[src/rtl/iq_share_pkg.sv]
package iq_share_pkg;

  typedef enum logic [1:0] {
    POL_DYNAMIC   = 2'd0,
    POL_PARTITION = 2'd1,
    POL_THRESHOLD = 2'd2,
    POL_SPARE     = 2'd3
  } policy_e;

  // Strobes from the control module to the datapath, one cycle wide.
  typedef struct packed {
    logic loadFull;     // every cap to the whole pool
    logic loadSplit;    // every cap to pool / thread count
    logic loadPct;      // every cap to the percentage value
    logic splitActive;  // active caps to pool / active count
    logic soloRaise;    // the single active thread to the whole pool
  } capStrobe_t;

endpackage

[src/rtl/iq_share_ctrl.sv]
module iq_share_ctrl
  import iq_share_pkg::*;
#(
  parameter int NUM_THREADS = 4,
  localparam int AW = $clog2(NUM_THREADS + 1)
) (
  input  logic                   clk,
  input  logic                   rstN,
  input  logic                   policyLoad,
  input  logic [1:0]             policySel,
  input  logic [NUM_THREADS-1:0] activeMask,
  output capStrobe_t             strobe,
  output logic [AW-1:0]          activeCnt
);

  policy_e                policyQ;
  logic [NUM_THREADS-1:0] prevMask;
  policy_e                selE;
  logic                   maskMoved;

  always_ff @(posedge clk or negedge rstN) begin
    if (!rstN) begin
      policyQ  <= POL_DYNAMIC;
      prevMask <= '1;
    end else begin
      if (policyLoad) policyQ <= policy_e'(policySel);
      prevMask <= activeMask;
    end
  end

  always_comb begin
    selE      = policy_e'(policySel);
    activeCnt = AW'($countones(activeMask));
    maskMoved = (activeMask != prevMask);

    strobe.loadFull    = policyLoad && (selE == POL_DYNAMIC || selE == POL_SPARE);
    strobe.loadSplit   = policyLoad && (selE == POL_PARTITION);
    strobe.loadPct     = policyLoad && (selE == POL_THRESHOLD);
    strobe.splitActive = !policyLoad && maskMoved && (policyQ == POL_PARTITION)
                         && (activeCnt != '0);
    strobe.soloRaise   = !policyLoad && maskMoved && (policyQ == POL_THRESHOLD)
                         && (activeCnt == AW'(1));
  end

endmodule

[src/rtl/iq_share_dp.sv]
module iq_share_dp
  import iq_share_pkg::*;
#(
  parameter int NUM_ENTRIES = 16,
  parameter int NUM_THREADS = 4,
  localparam int CW = $clog2(NUM_ENTRIES + 1),
  localparam int TW = (NUM_THREADS > 1) ? $clog2(NUM_THREADS) : 1,
  localparam int AW = $clog2(NUM_THREADS + 1)
) (
  input  logic                      clk,
  input  logic                      rstN,
  input  capStrobe_t                strobe,
  input  logic [AW-1:0]             activeCnt,
  input  logic [NUM_THREADS-1:0]    activeMask,
  input  logic [6:0]                thresholdPct,
  input  logic                      allocValid,
  input  logic [TW-1:0]             allocTid,
  input  logic                      relValid,
  input  logic [TW-1:0]             relTid,
  output logic                      allocGrant,
  output logic [NUM_THREADS*CW-1:0] freePerThread,
  output logic [CW-1:0]             globalFree,
  output logic                      queueFull
);

  localparam int PW = $clog2(100 * NUM_ENTRIES + 1);
  localparam logic [CW-1:0] FULL_CAP  = CW'(NUM_ENTRIES);
  localparam logic [CW-1:0] START_CAP = CW'(NUM_ENTRIES / NUM_THREADS);

  logic [CW-1:0] quotTab [NUM_THREADS+1];
  logic [CW-1:0] freeW   [NUM_THREADS];
  logic [CW-1:0] occW    [NUM_THREADS];
  logic [CW-1:0] globalFreeQ, splitQuot, pctCap, selFree;
  logic [6:0]    pctClamp;
  logic [PW-1:0] pctProd;
  logic          allocTidOk, relTidOk, relOk;

  // Quotients of the pool size by each possible active count.
  for (genvar q = 0; q <= NUM_THREADS; q++) begin : g_quot
    if (q == 0) begin : g_zero
      assign quotTab[q] = '0;
    end else begin : g_div
      assign quotTab[q] = CW'(NUM_ENTRIES / q);
    end
  end

  always_comb begin
    splitQuot  = quotTab[activeCnt];
    pctClamp   = (thresholdPct > 7'd100) ? 7'd100 : thresholdPct;
    pctProd    = PW'(pctClamp) * PW'(NUM_ENTRIES);
    pctCap     = CW'(pctProd / PW'(100));
    allocTidOk = ({1'b0, allocTid} < (TW + 1)'(NUM_THREADS));
    relTidOk   = ({1'b0, relTid} < (TW + 1)'(NUM_THREADS));
    selFree    = allocTidOk ? freeW[allocTid] : '0;
    allocGrant = allocValid && allocTidOk && (globalFreeQ != '0) && (selFree != '0);
    relOk      = relValid && relTidOk && (occW[relTid] != '0);
  end

  for (genvar t = 0; t < NUM_THREADS; t++) begin : g_thr
    logic [CW-1:0] capQ, occQ;
    logic          incT, decT;

    assign incT = allocGrant && (allocTid == TW'(t));
    assign decT = relOk && (relTid == TW'(t));

    always_ff @(posedge clk or negedge rstN) begin
      if (!rstN)                                 capQ <= FULL_CAP;
      else if (strobe.loadFull)                  capQ <= FULL_CAP;
      else if (strobe.loadSplit)                 capQ <= START_CAP;
      else if (strobe.loadPct)                   capQ <= pctCap;
      else if (strobe.splitActive && activeMask[t]) capQ <= splitQuot;
      else if (strobe.soloRaise && activeMask[t])   capQ <= FULL_CAP;
    end

    always_ff @(posedge clk or negedge rstN) begin
      if (!rstN)              occQ <= '0;
      else if (incT && !decT) occQ <= occQ + CW'(1);
      else if (decT && !incT) occQ <= occQ - CW'(1);
    end

    assign occW[t]  = occQ;
    assign freeW[t] = (capQ > occQ) ? (capQ - occQ) : '0;
    assign freePerThread[t*CW +: CW] = freeW[t];
  end

  always_ff @(posedge clk or negedge rstN) begin
    if (!rstN)                     globalFreeQ <= FULL_CAP;
    else if (allocGrant && !relOk) globalFreeQ <= globalFreeQ - CW'(1);
    else if (relOk && !allocGrant) globalFreeQ <= globalFreeQ + CW'(1);
  end

  assign globalFree = globalFreeQ;
  assign queueFull  = (globalFreeQ == '0);

endmodule

[src/rtl/iq_share_alloc.sv]
module iq_share_alloc
  import iq_share_pkg::*;
#(
  parameter int NUM_ENTRIES = 16,
  parameter int NUM_THREADS = 4,
  localparam int CW = $clog2(NUM_ENTRIES + 1),
  localparam int TW = (NUM_THREADS > 1) ? $clog2(NUM_THREADS) : 1,
  localparam int AW = $clog2(NUM_THREADS + 1)
) (
  input  logic                      clk,
  input  logic                      rstN,
  input  logic                      policyLoad,
  input  logic [1:0]                policySel,
  input  logic [6:0]                thresholdPct,
  input  logic [NUM_THREADS-1:0]    activeMask,
  input  logic                      allocValid,
  input  logic [TW-1:0]             allocTid,
  input  logic                      relValid,
  input  logic [TW-1:0]             relTid,
  output logic                      allocGrant,
  output logic [NUM_THREADS*CW-1:0] freePerThread,
  output logic [CW-1:0]             globalFree,
  output logic                      queueFull
);

  capStrobe_t    strobe;
  logic [AW-1:0] activeCnt;

  iq_share_ctrl #(.NUM_THREADS(NUM_THREADS)) u_ctrl (
    .clk        (clk),
    .rstN       (rstN),
    .policyLoad (policyLoad),
    .policySel  (policySel),
    .activeMask (activeMask),
    .strobe     (strobe),
    .activeCnt  (activeCnt)
  );

  iq_share_dp #(.NUM_ENTRIES(NUM_ENTRIES), .NUM_THREADS(NUM_THREADS)) u_dp (
    .clk           (clk),
    .rstN          (rstN),
    .strobe        (strobe),
    .activeCnt     (activeCnt),
    .activeMask    (activeMask),
    .thresholdPct  (thresholdPct),
    .allocValid    (allocValid),
    .allocTid      (allocTid),
    .relValid      (relValid),
    .relTid        (relTid),
    .allocGrant    (allocGrant),
    .freePerThread (freePerThread),
    .globalFree    (globalFree),
    .queueFull     (queueFull)
  );

endmodule

[config.mk]
export PLATFORM = sky130hd
export DESIGN_NAME = iq_share_alloc
export DESIGN_NICKNAME = d
export VERILOG_FILES = /design/src/rtl/iq_share_pkg.sv /design/src/rtl/iq_share_ctrl.sv /design/src/rtl/iq_share_dp.sv /design/src/rtl/iq_share_alloc.sv
export SDC_FILE = /design/constraint.sdc
export NUM_CORES = 1
export LEC_CHECK = 0
export BUFFER_PORTS_ARGS = -buffer_cell sky130_fd_sc_hd__clkbuf_2
export CORE_MARGIN = 3
export CORE_UTILIZATION = 30
export CTS_BUF_LIST = sky130_fd_sc_hd__clkbuf_16
export CTS_CLUSTER_DIAMETER = 200
export DETAILED_ROUTE_END_ITERATION = 12
export GPL_TIMING_DRIVEN = 0
export PLACE_DENSITY_LB_ADDON = 0.25
export SLEW_MARGIN = 15
export SYNTH_ARGS = -nofsm -noshare
export SYNTH_HDL_FRONTEND = slang
export SYNTH_SLANG_ARGS = --single-unit
[constraint.sdc]
create_clock -name clk -period 5.7 [get_ports clk]
set_clock_uncertainty 0.1 [all_clocks]
set_input_delay 0.855 -clock clk [delete_from_list [all_inputs] [get_ports clk]]
set_output_delay 0.855 -clock clk [all_outputs]
set_load 0.02 [all_outputs]
==> out/results.ini, run 1 <==
[layout]
synthToLayoutAreaGrowth_pct = 14.6
antenna_cells = 0
final_common_cell = inv_1
fin_cells = 784
utilization_pct = 35.2
drive_above_1_share_pct = 16.1
nNetsFinal = 654
fin_area_sq_mm = 0.00537
final_cell_mix = 51 x inv_1, 50 x ha_1, 44 x clkbuf_2
fillers = 1601

[synthesis]
synth_top_flop_cell = dfrtp_1
syn_avg_cell_area_sq_um = 9.01
syn_nets = 602
yosysUniqueCellTypes = 70
syn_area_sq_mm = 0.00468
synth_edf_count = 0
synth-seq-cells = 51
netlist_instances = 520
ys_warn_count = 0
yosysSeqAreaShare_pct = 27.5
synth-async-reset-ratio_pct = 100

[routing]
top_layer_used = met4
dr.pass1.iters = 4
ant_nets = 0
drc = 0
route.met2.wl_mm = 5.15
met3_length_um = 367
vias = 3911
drt-initial-drc-count = 211
wl_met1_mm = 5.01
wl_per_cell_um = 13.6
routed_via_density = 4.99
wirelength_mm = 10.7

[timing]
worstMarginPinSlew_ns = 1.19
fin_crit_ns = 5.46
final.setup.worst_slack_ns = 0.241
drv_slew = 0
fmax_ghz = 0.183
setup_tns_ns = 0
setup_viol = 0
hold_viol_final = 0
maxSlewHeadroom_pct = 20.2
min_period_over_period_pct = 95.8
hold_ws_ns = 0.402
rsz0062_at_grt = no

[worst_hold_path]
hp-start = u_dp.g_thr[3].capQ[0]$_DFFE_PN0P_
holdCritPathClass = reg -> reg
holdPathEnd = u_dp.g_thr[3].capQ[0]$_DFFE_PN0P_
hold_path_depth = 1

[critical_path]
crit_top_cell = ha_1
slowest_stage = nor4_1
reg2reg_from = u_dp.g_thr[1].occQ[0]$_DFFE_PN0P_
worstPathRequired_ns = 5.83
r2r_cells = 19
cp-start-kind = primary input
crit_type = in -> reg
crit_path_max_fanout = 10
critPathMaxStageDelay_ns = 0.90
r2r_end = u_dp.g_thr[1].occQ[4]$_DFFE_PN0P_
arrival_ns = 5.59
r2r_slack_ns = 1.23
critical_path.cell_chain = clkbuf_2, nand2_1, nor2_1, or2_2, ha_1, nand4b_4, nor3b_4, o211ai_2, o311a_1, buf_6, ha_1, and2_1, a311oi_2, mux2_2, ha_1, nor3_1, nor3b_1, nor4_1, a21o_1
endpoint_kind = flop

[flow_run]
drv_cap = 0

[pwr]
p_leak_nw = 2.54
cellPowerDensity_mw_per_mm2 = 515
irDropWorstVdd_mv = 0.244
power.total_mw = 2.76

[die]
rows = 45
pin_count = 49
start_util_pct = 30.7
die_width_um = 131
fp.dieArea_sq_mm = 0.0171
chipHeight_um = 131
fp.coreArea_sq_mm = 0.0153

[global_routing]
grt_pass1_wl_mm = 18.1
antenna_found_initial = 0
globalRouteOverflowTotal = 0
grt_pass1_vias = 3824
grt_max_degree = 52
grt_usage_pct = 12.9

[clock_network]
postCtsSetupBuffers = 0
htree_levels = 2
cts_tree = yes
cts_hold_buffers = 0
ctsResizeCount = 0
cts_buffers = 5
clk_pin_slew_worst_paths_ns = 0.07
clock_path_buffers = 2
clock_sinks = 51
clk_latency_ns = 0.29
clock-root-buffer = clkbuf_16

[placed_design]
placed_cells = 776
port_buffers = 45
dp_hpwl_mm = 8.66
place_area_sq_mm = 0.00517
pre_cts_slack_ns = -0.0347
gp_congestion = 0.864

[outcome]
outcome = finished, final reports clean

[flip-flops by register name, summed over array words and instances, names as in the netlist]
register and cells:
u_ctrl.policyQ 2, u_ctrl.prevMask 4, u_dp.g_thr.capQ 20, u_dp.g_thr.occQ 20, u_dp.globalFree 5
[area by class of cell]
| class | count | area (sq um) | area share, % |
|---|---|---|---|
| Timing Repair Buffer | 45 | 228 | 4.24 |
| Buffer | 12 | 65.1 | 1.21 |
| Tap cell | 211 | 264 | 4.92 |
| Inverter | 51 | 191 | 3.57 |
| Multi-Input combinational cell | 406 | 3140 | 58.5 |
| Sequential cell | 51 | 1290 | 24.0 |
| Clock inverter | 3 | 67.6 | 1.26 |
| Clock buffer | 5 | 125 | 2.33 |
[cell families after synthesis]
family / count (synthesis) / share of synthesized area [%]
flip-flops: 51 / 27.5
buffers and inverters: 63 / 5.48
AO/OA/AOI/OAI: 150 / 22.8
XOR/XNOR: 44 / 8.23
adder cells (fa/ha/maj): 60 / 17.6
multiplexers: 10 / 2.59
AND/OR/NAND/NOR: 142 / 15.8
[worst max-delay path: cells and delay by family]
family | cells | cell delay (ns)
multiplexers | 1 | 0.40
AO/OA/AOI/OAI | 4 | 1.16
AND/OR/NAND/NOR | 9 | 2.17
adder cells (fa/ha/maj) | 3 | 0.70
buffers and inverters | 2 | 0.28
[per-layer routing]
metal | up-vias | global-route usage, %
met4 | 0 | 3.33
met1 | 1873 | 17.0
met5 | - | 0
met2 | 68 | 21.8
met3 | 14 | 2.28
li1 | 1956 | -
[synth_stat cells (all sizes together), types with 5 or more instances]
master   n  area [sq um]
a21o    27           203
nor2b    7          43.8
fa      10           200
and2     5          31.3
nand2b   5          31.3
ha      50           626
xnor2   29           254
nor2    40           150
dfrtp   42          1050
nand3   14          70.1
dfstp    9           236
a21oi   33           165
xor2    15           131
clkbuf   8          30.0
nand2   32           120
mux2     7          78.8
a31oi    5          46.3
nor3     8          45.0
o21ai   37           189
inv     51           191
a22o     9          78.8
[power breakdown]
part / switching, mW / leakage, nW / internal, mW
clock network: 0.139 / 0.0900 / 0.252
registers: 0.125 / 0.619 / 0.485
logic: 1.01 / 1.83 / 0.755
total: 1.27 / 2.54 / 1.49
[worst max path at each step]
stage                         start                                end  slack (ns)  cells past startpoint
detailed placement  thresholdPct[6]  u_dp.g_thr[3].capQ[1]$_DFFE_PN0P_       -0.03                     19
finish              thresholdPct[6]  u_dp.g_thr[3].capQ[1]$_DFFE_PN0P_        0.24                     19
global route        thresholdPct[6]  u_dp.g_thr[3].capQ[1]$_DFFE_PN0P_        0.03                     19
CTS                 thresholdPct[6]  u_dp.g_thr[3].capQ[1]$_DFFE_PN0P_        0.27                     19
global placement    thresholdPct[6]  u_dp.g_thr[3].capQ[1]$_DFFE_PN0P_       -0.03                     19
floorplan           thresholdPct[6]  u_dp.g_thr[0].capQ[0]$_DFFE_PN0P_        0.82                     17
(Power assumes the default switching activity.)
==> run 2, diff against run 1 <==
--- a/config.mk
+++ b/config.mk
@@ -7,7 +7,7 @@
 export LEC_CHECK = 0
 export BUFFER_PORTS_ARGS = -buffer_cell sky130_fd_sc_hd__clkbuf_2
 export CORE_MARGIN = 3
-export CORE_UTILIZATION = 30
+export CORE_UTILIZATION = 55
 export CTS_BUF_LIST = sky130_fd_sc_hd__clkbuf_16
 export CTS_CLUSTER_DIAMETER = 200
 export DETAILED_ROUTE_END_ITERATION = 12
==> run 2 against run 1 <==
Worst setup slack gained 0.072 ns. Register-to-register slack got worse by 0.02 ns. Utilization is 28 points higher. Critical path depth stayed put. Clock-buffer cell count unchanged. Non-clock buffer count is the same. Wire length fell by 3.7%. Global-route usage is 9.0 points higher. Combinational power is essentially flat. Fmax is 1.3% higher. Critical endpoint unchanged. Largest cell class unchanged. Largest power group unchanged. Highest routed layer unchanged.
==> out/results.ini, run 2 (same netlist as run 1, synthesis figures left out) <==
[timing]
setup_tns_ns = 0
fmax_ghz = 0.186
hold_viol_final = 0
rsz0062_at_grt = no
fin_crit_ns = 5.39
drv_slew = 0
final.setup.worst_slack_ns = 0.313
maxSlewHeadroom_pct = 29.3
hold_ws_ns = 0.407
setup_viol = 0
min_period_over_period_pct = 94.5
worstMarginPinSlew_ns = 1.05

[layout]
drive_above_1_share_pct = 15.9
antenna_cells = 0
fillers = 715
final_cell_mix = 52 x inv_1, 50 x ha_1, 44 x clkbuf_2
synthToLayoutAreaGrowth_pct = 11.7
utilization_pct = 63.3
nNetsFinal = 654
final_common_cell = inv_1

[clock_network]
clock_sinks = 51
cts_hold_buffers = 0
cts_buffers = 5
clk_latency_ns = 0.29
clock-root-buffer = clkbuf_16
clock_path_buffers = 2
cts_tree = yes
htree_levels = 2
ctsResizeCount = 0
clk_pin_slew_worst_paths_ns = 0.07
postCtsSetupBuffers = 0

[critical_path]
cp-start-kind = primary input
crit_path_max_fanout = 10
worstPathRequired_ns = 5.82
crit_type = in -> reg
endpoint_kind = flop
arrival_ns = 5.51

[pwr]
p_int_mw = 1.49
irDropWorstVdd_mv = 0.356
p_sw_mw = 1.27
p_leak_nw = 2.54
cellPowerDensity_mw_per_mm2 = 528
p_seq_share_pct = 22.0
combPwrFrac_pct = 64.0
power.total_mw = 2.76
clockPowerShare_pct = 13.9
p_sw_share_pct = 45.9

[global_routing]
globalRouteOverflowTotal = 0
grt_max_degree = 52
grt_pass1_vias = 3857
antenna_found_initial = 0
grt_usage_pct = 21.9
grt_pass1_wl_mm = 17.9

[placed_design]
port_buffers = 45
pre_cts_slack_ns = 0.0812
gp_congestion = 0.887
dp_hpwl_mm = 8.04

[routing]
vias = 3961
wirelength_mm = 10.3
dr.pass1.iters = 5
ant_nets = 0
routed_via_density = 5.84
drt-initial-drc-count = 220
wl_per_cell_um = 15.2
drc = 0

[worst_hold_path]
holdCritPathClass = reg -> reg

[outcome]
outcome = finished, final reports clean

[die]
chipHeight_um = 98.3
die_width_um = 98.3
fp.coreArea_sq_mm = 0.00826
pin_count = 49
rows = 33
start_util_pct = 56.7
fp.dieArea_sq_mm = 0.00966

[flow_run]
drv_cap = 0

==> run 2: cell count changes in the layout (fill, tap and decap cells not counted), sizes merged <==
cell	before	now
inv	51	52
clkinvlp	1	0
==> run 2: area by class of cell <==
| cell class | count | area, sq um | area share [%] |
|---|---|---|---|
| Timing Repair Buffer | 45 | 228 | 4.35 |
| Multi-Input combinational cell | 406 | 3140 | 60.0 |
| Clock inverter | 3 | 63.8 | 1.22 |
| Sequential cell | 51 | 1290 | 24.6 |
| Tap cell | 105 | 131 | 2.51 |
| Buffer | 12 | 65.1 | 1.24 |
| Clock buffer | 5 | 125 | 2.39 |
| Inverter | 51 | 191 | 3.66 |
==> run 2: metal layers <==
layer,global-route usage [%],vias up,routed length (um)
li1,-,1959,-
met1,30.3,1921,4820
met2,36.8,73,5010
met3,4.00,8,408
met4,3.26,0,57
met5,0,-,0
==> run 2: final timing paths <==
path,startpoint,endpoint,slack [ns],cells past startpoint
worst max-delay path,thresholdPct[6],u_dp.g_thr[3].capQ[1]$_DFFE_PN0P_,0.31,19
worst min-delay path,u_dp.g_thr[3].capQ[0]$_DFFE_PN0P_,u_dp.g_thr[3].capQ[0]$_DFFE_PN0P_,0.41,1
worst max register to register,u_dp.g_thr[0].occQ[1]$_DFFE_PN0P_,u_dp.g_thr[3].occQ[4]$_DFFE_PN0P_,1.21,20
worst min register to register,u_dp.g_thr[3].capQ[0]$_DFFE_PN0P_,u_dp.g_thr[3].capQ[0]$_DFFE_PN0P_,0.41,1
max in group asynchronous,rstN,u_dp.g_thr[2].capQ[3]$_DFFE_PN0P_,4.49,1
min in group asynchronous,rstN,u_dp.globalFree[3]$_DFFE_PN0P_,0.53,1
==> run 2: through the flow <==
step | area [sq um] | cells
after floorplan | 4680 | 520
after global placement | 5040 | 670
after detailed placement | 5040 | 670
after CTS | 5230 | 678
after global routing | 5230 | 678
final | 5230 | 678
==> run 2: power groups by stage <==
stage | clock network [mW] | logic (mW) | registers, mW
floorplan | 0 | 1.35 | 0.602
global placement | 0 | 1.71 | 0.612
detailed placement | 0 | 1.77 | 0.616
CTS | 0.389 | 1.78 | 0.610
global route | 0.408 | 1.99 | 0.631
finish | 0.384 | 1.77 | 0.609
==> run 2: worst max-delay path, cell delays in order <==
cell	delay (ns)
clkbuf_2	0.13
nand2_1	0.15
nor2_1	0.12
or2_2	0.12
ha_1	0.27
nand4b_4	0.17
nor3b_4	0.26
o211ai_2	0.16
o311a_1	0.38
buf_6	0.15
ha_1	0.18
and2_1	0.18
a311oi_2	0.51
mux2_2	0.40
ha_1	0.24
nor3_1	0.20
nor3b_1	0.08
nor4_1	0.80
a21o_1	0.14
==> run 3, diff against run 2 <==
--- a/config.mk
+++ b/config.mk
@@ -8,7 +8,7 @@
 export BUFFER_PORTS_ARGS = -buffer_cell sky130_fd_sc_hd__clkbuf_2
 export CORE_MARGIN = 3
 export CORE_UTILIZATION = 55
-export CTS_BUF_LIST = sky130_fd_sc_hd__clkbuf_16
+export CTS_BUF_LIST = sky130_fd_sc_hd__clkbuf_4 sky130_fd_sc_hd__clkbuf_8 sky130_fd_sc_hd__clkbuf_16
 export CTS_CLUSTER_DIAMETER = 200
 export DETAILED_ROUTE_END_ITERATION = 12
 export GPL_TIMING_DRIVEN = 0
==> run 3 against run 2 <==
Sequential power about the same. Worst hold slack improved by 0.0058 ns. Sequential share of layout area increased by 0.25 points. Die area unchanged. Wire length decreased by 1.4%. Register-to-register slack about the same. Final area decreased by 1.0%. Clock-buffer cell count increased by 1. Utilization decreased by 0.64 points. Critical path type unchanged. Critical endpoint unchanged. Largest power group unchanged. Highest routed layer unchanged.
==> out/results.ini, run 3 (same netlist as run 1, synthesis figures left out) <==
[timing]
drv_slew = 0
hold_viol_final = 0
fin_crit_ns = 5.32
maxSlewHeadroom_pct = 33.8
worstMarginPinSlew_ns = 0.984
min_period_over_period_pct = 93.4
fmax_ghz = 0.188
rsz0062_at_grt = no
setup_tns_ns = 0
setup_viol = 0

[clock_network]
ctsResizeCount = 0
clk_pin_slew_worst_paths_ns = 0.09
clock_path_buffers = 2
htree_levels = 2
clock-root-buffer = clkbuf_8
cts_hold_buffers = 0
postCtsSetupBuffers = 0
clk_latency_ns = 0.30
clock_sinks = 51
cts_buffers = 5
cts_tree = yes

[routing]
routed_via_density = 5.80
drc = 0
wl_per_cell_um = 15.0
wirelength_mm = 10.1
ant_nets = 0
dr.pass1.iters = 4
vias = 3930
drt-initial-drc-count = 190

[global_routing]
antenna_found_initial = 0
grt_max_degree = 52
grt_pass1_vias = 3858
grt_usage_pct = 21.6
globalRouteOverflowTotal = 0
grt_pass1_wl_mm = 17.8

[placed_design]
dp_hpwl_mm = 8.04
gp_congestion = 0.887
port_buffers = 45
place_area_sq_mm = 0.00504

[pwr]
p_leak_nw = 2.51
irDropWorstVdd_mv = 0.353
cellPowerDensity_mw_per_mm2 = 517

[die]
pin_count = 49
chipHeight_um = 98.3
fp.dieArea_sq_mm = 0.00966
start_util_pct = 56.7
die_width_um = 98.3
fp.coreArea_sq_mm = 0.00826
rows = 33

[critical_path]
crit_path_max_fanout = 10
crit_type = in -> reg
r2r_slack_ns = 1.20
endpoint_kind = flop
arrival_ns = 5.46
cp-start-kind = primary input
worstPathRequired_ns = 5.84

[layout]
fin_area_sq_mm = 0.00518
final_cell_mix = 51 x inv_1, 50 x ha_1, 44 x clkbuf_2
antenna_cells = 0
synthToLayoutAreaGrowth_pct = 10.6
utilization_pct = 62.7
nNetsFinal = 654
drive_above_1_share_pct = 16.1
final_common_cell = inv_1

[flow_run]
drv_cap = 0

[worst_hold_path]
holdCritPathClass = reg -> reg

[outcome]
outcome = finished, final reports clean

## run 3: cell count changes in the layout (fill, tap and decap cells not counted), sizes merged
cell and change:
clkbuf +1, inv -1
## run 3: layer usage
metal	vias to the layer above	global-route usage [%]	share of wire, %
li1	1958	-	-
met3	11	3.14	3.5
met4	0	3.57	0.67
met1	1888	29.9	47
met5	-	0	0
met2	73	36.9	48
## run 3: layout make-up
type	count	area, sq um
Fill cell	725	3080
Clock buffer	6	76.3
Multi-Input combinational cell	406	3140
Sequential cell	51	1290
Timing Repair Buffer	45	228
Clock inverter	2	60.1
Tap cell	105	131
Inverter	51	191
Buffer	12	65.1
## run 3: critical path, stage by stage
cell,delay (ns)
clkbuf_2,0.13
nand2_1,0.15
nor2_1,0.12
or2_2,0.12
ha_1,0.28
nand4b_4,0.17
nor3b_4,0.26
o211ai_2,0.16
o311a_1,0.38
buf_6,0.15
ha_1,0.18
and2_1,0.18
a311oi_2,0.51
mux2_2,0.40
ha_1,0.24
nor3_1,0.20
nor3b_1,0.08
nor4_1,0.75
a21o_1,0.14
## run 3: worst paths after layout
check	from	endpoint	cells after the start
max	thresholdPct[6]	u_dp.g_thr[3].capQ[1]$_DFFE_PN0P_	19
min	u_dp.g_thr[2].capQ[0]$_DFFE_PN0P_	u_dp.g_thr[2].capQ[0]$_DFFE_PN0P_	1
max reg2reg	u_dp.g_thr[0].occQ[1]$_DFFE_PN0P_	u_dp.g_thr[3].occQ[4]$_DFFE_PN0P_	20
min reg2reg	u_dp.g_thr[2].capQ[0]$_DFFE_PN0P_	u_dp.g_thr[2].capQ[0]$_DFFE_PN0P_	1
max in group asynchronous	rstN	u_dp.g_thr[3].capQ[3]$_DFFE_PN0P_	1
min in group asynchronous	rstN	u_dp.globalFree[3]$_DFFE_PN0P_	1
## run 3: power by group
group | switching [mW] | total [mW] | internal [mW]
combinational | 1.01 | 1.77 | 0.758
clock | 0.123 | 0.304 | 0.180
sequential | 0.124 | 0.608 | 0.484
total | 1.26 | 2.68 | 1.42
## run 3: metrics by stage
stage | cells | worst slack (ns) | power [mW] | hold slack [ns]
6_report | 678 | 0.376 | 2.68 | 0.413
5_1_grt | 678 | 0.0515 | 2.94 | 0.431
4_1_cts | 678 | 0.323 | 2.70 | 0.409
3_5_place_dp | 670 | 0.0812 | 2.38 | 0.387
3_3_place_gp | 670 | 0.124 | 2.32 | 0.389
2_1_floorplan | 520 | 0.825 | 1.95 | 0.366
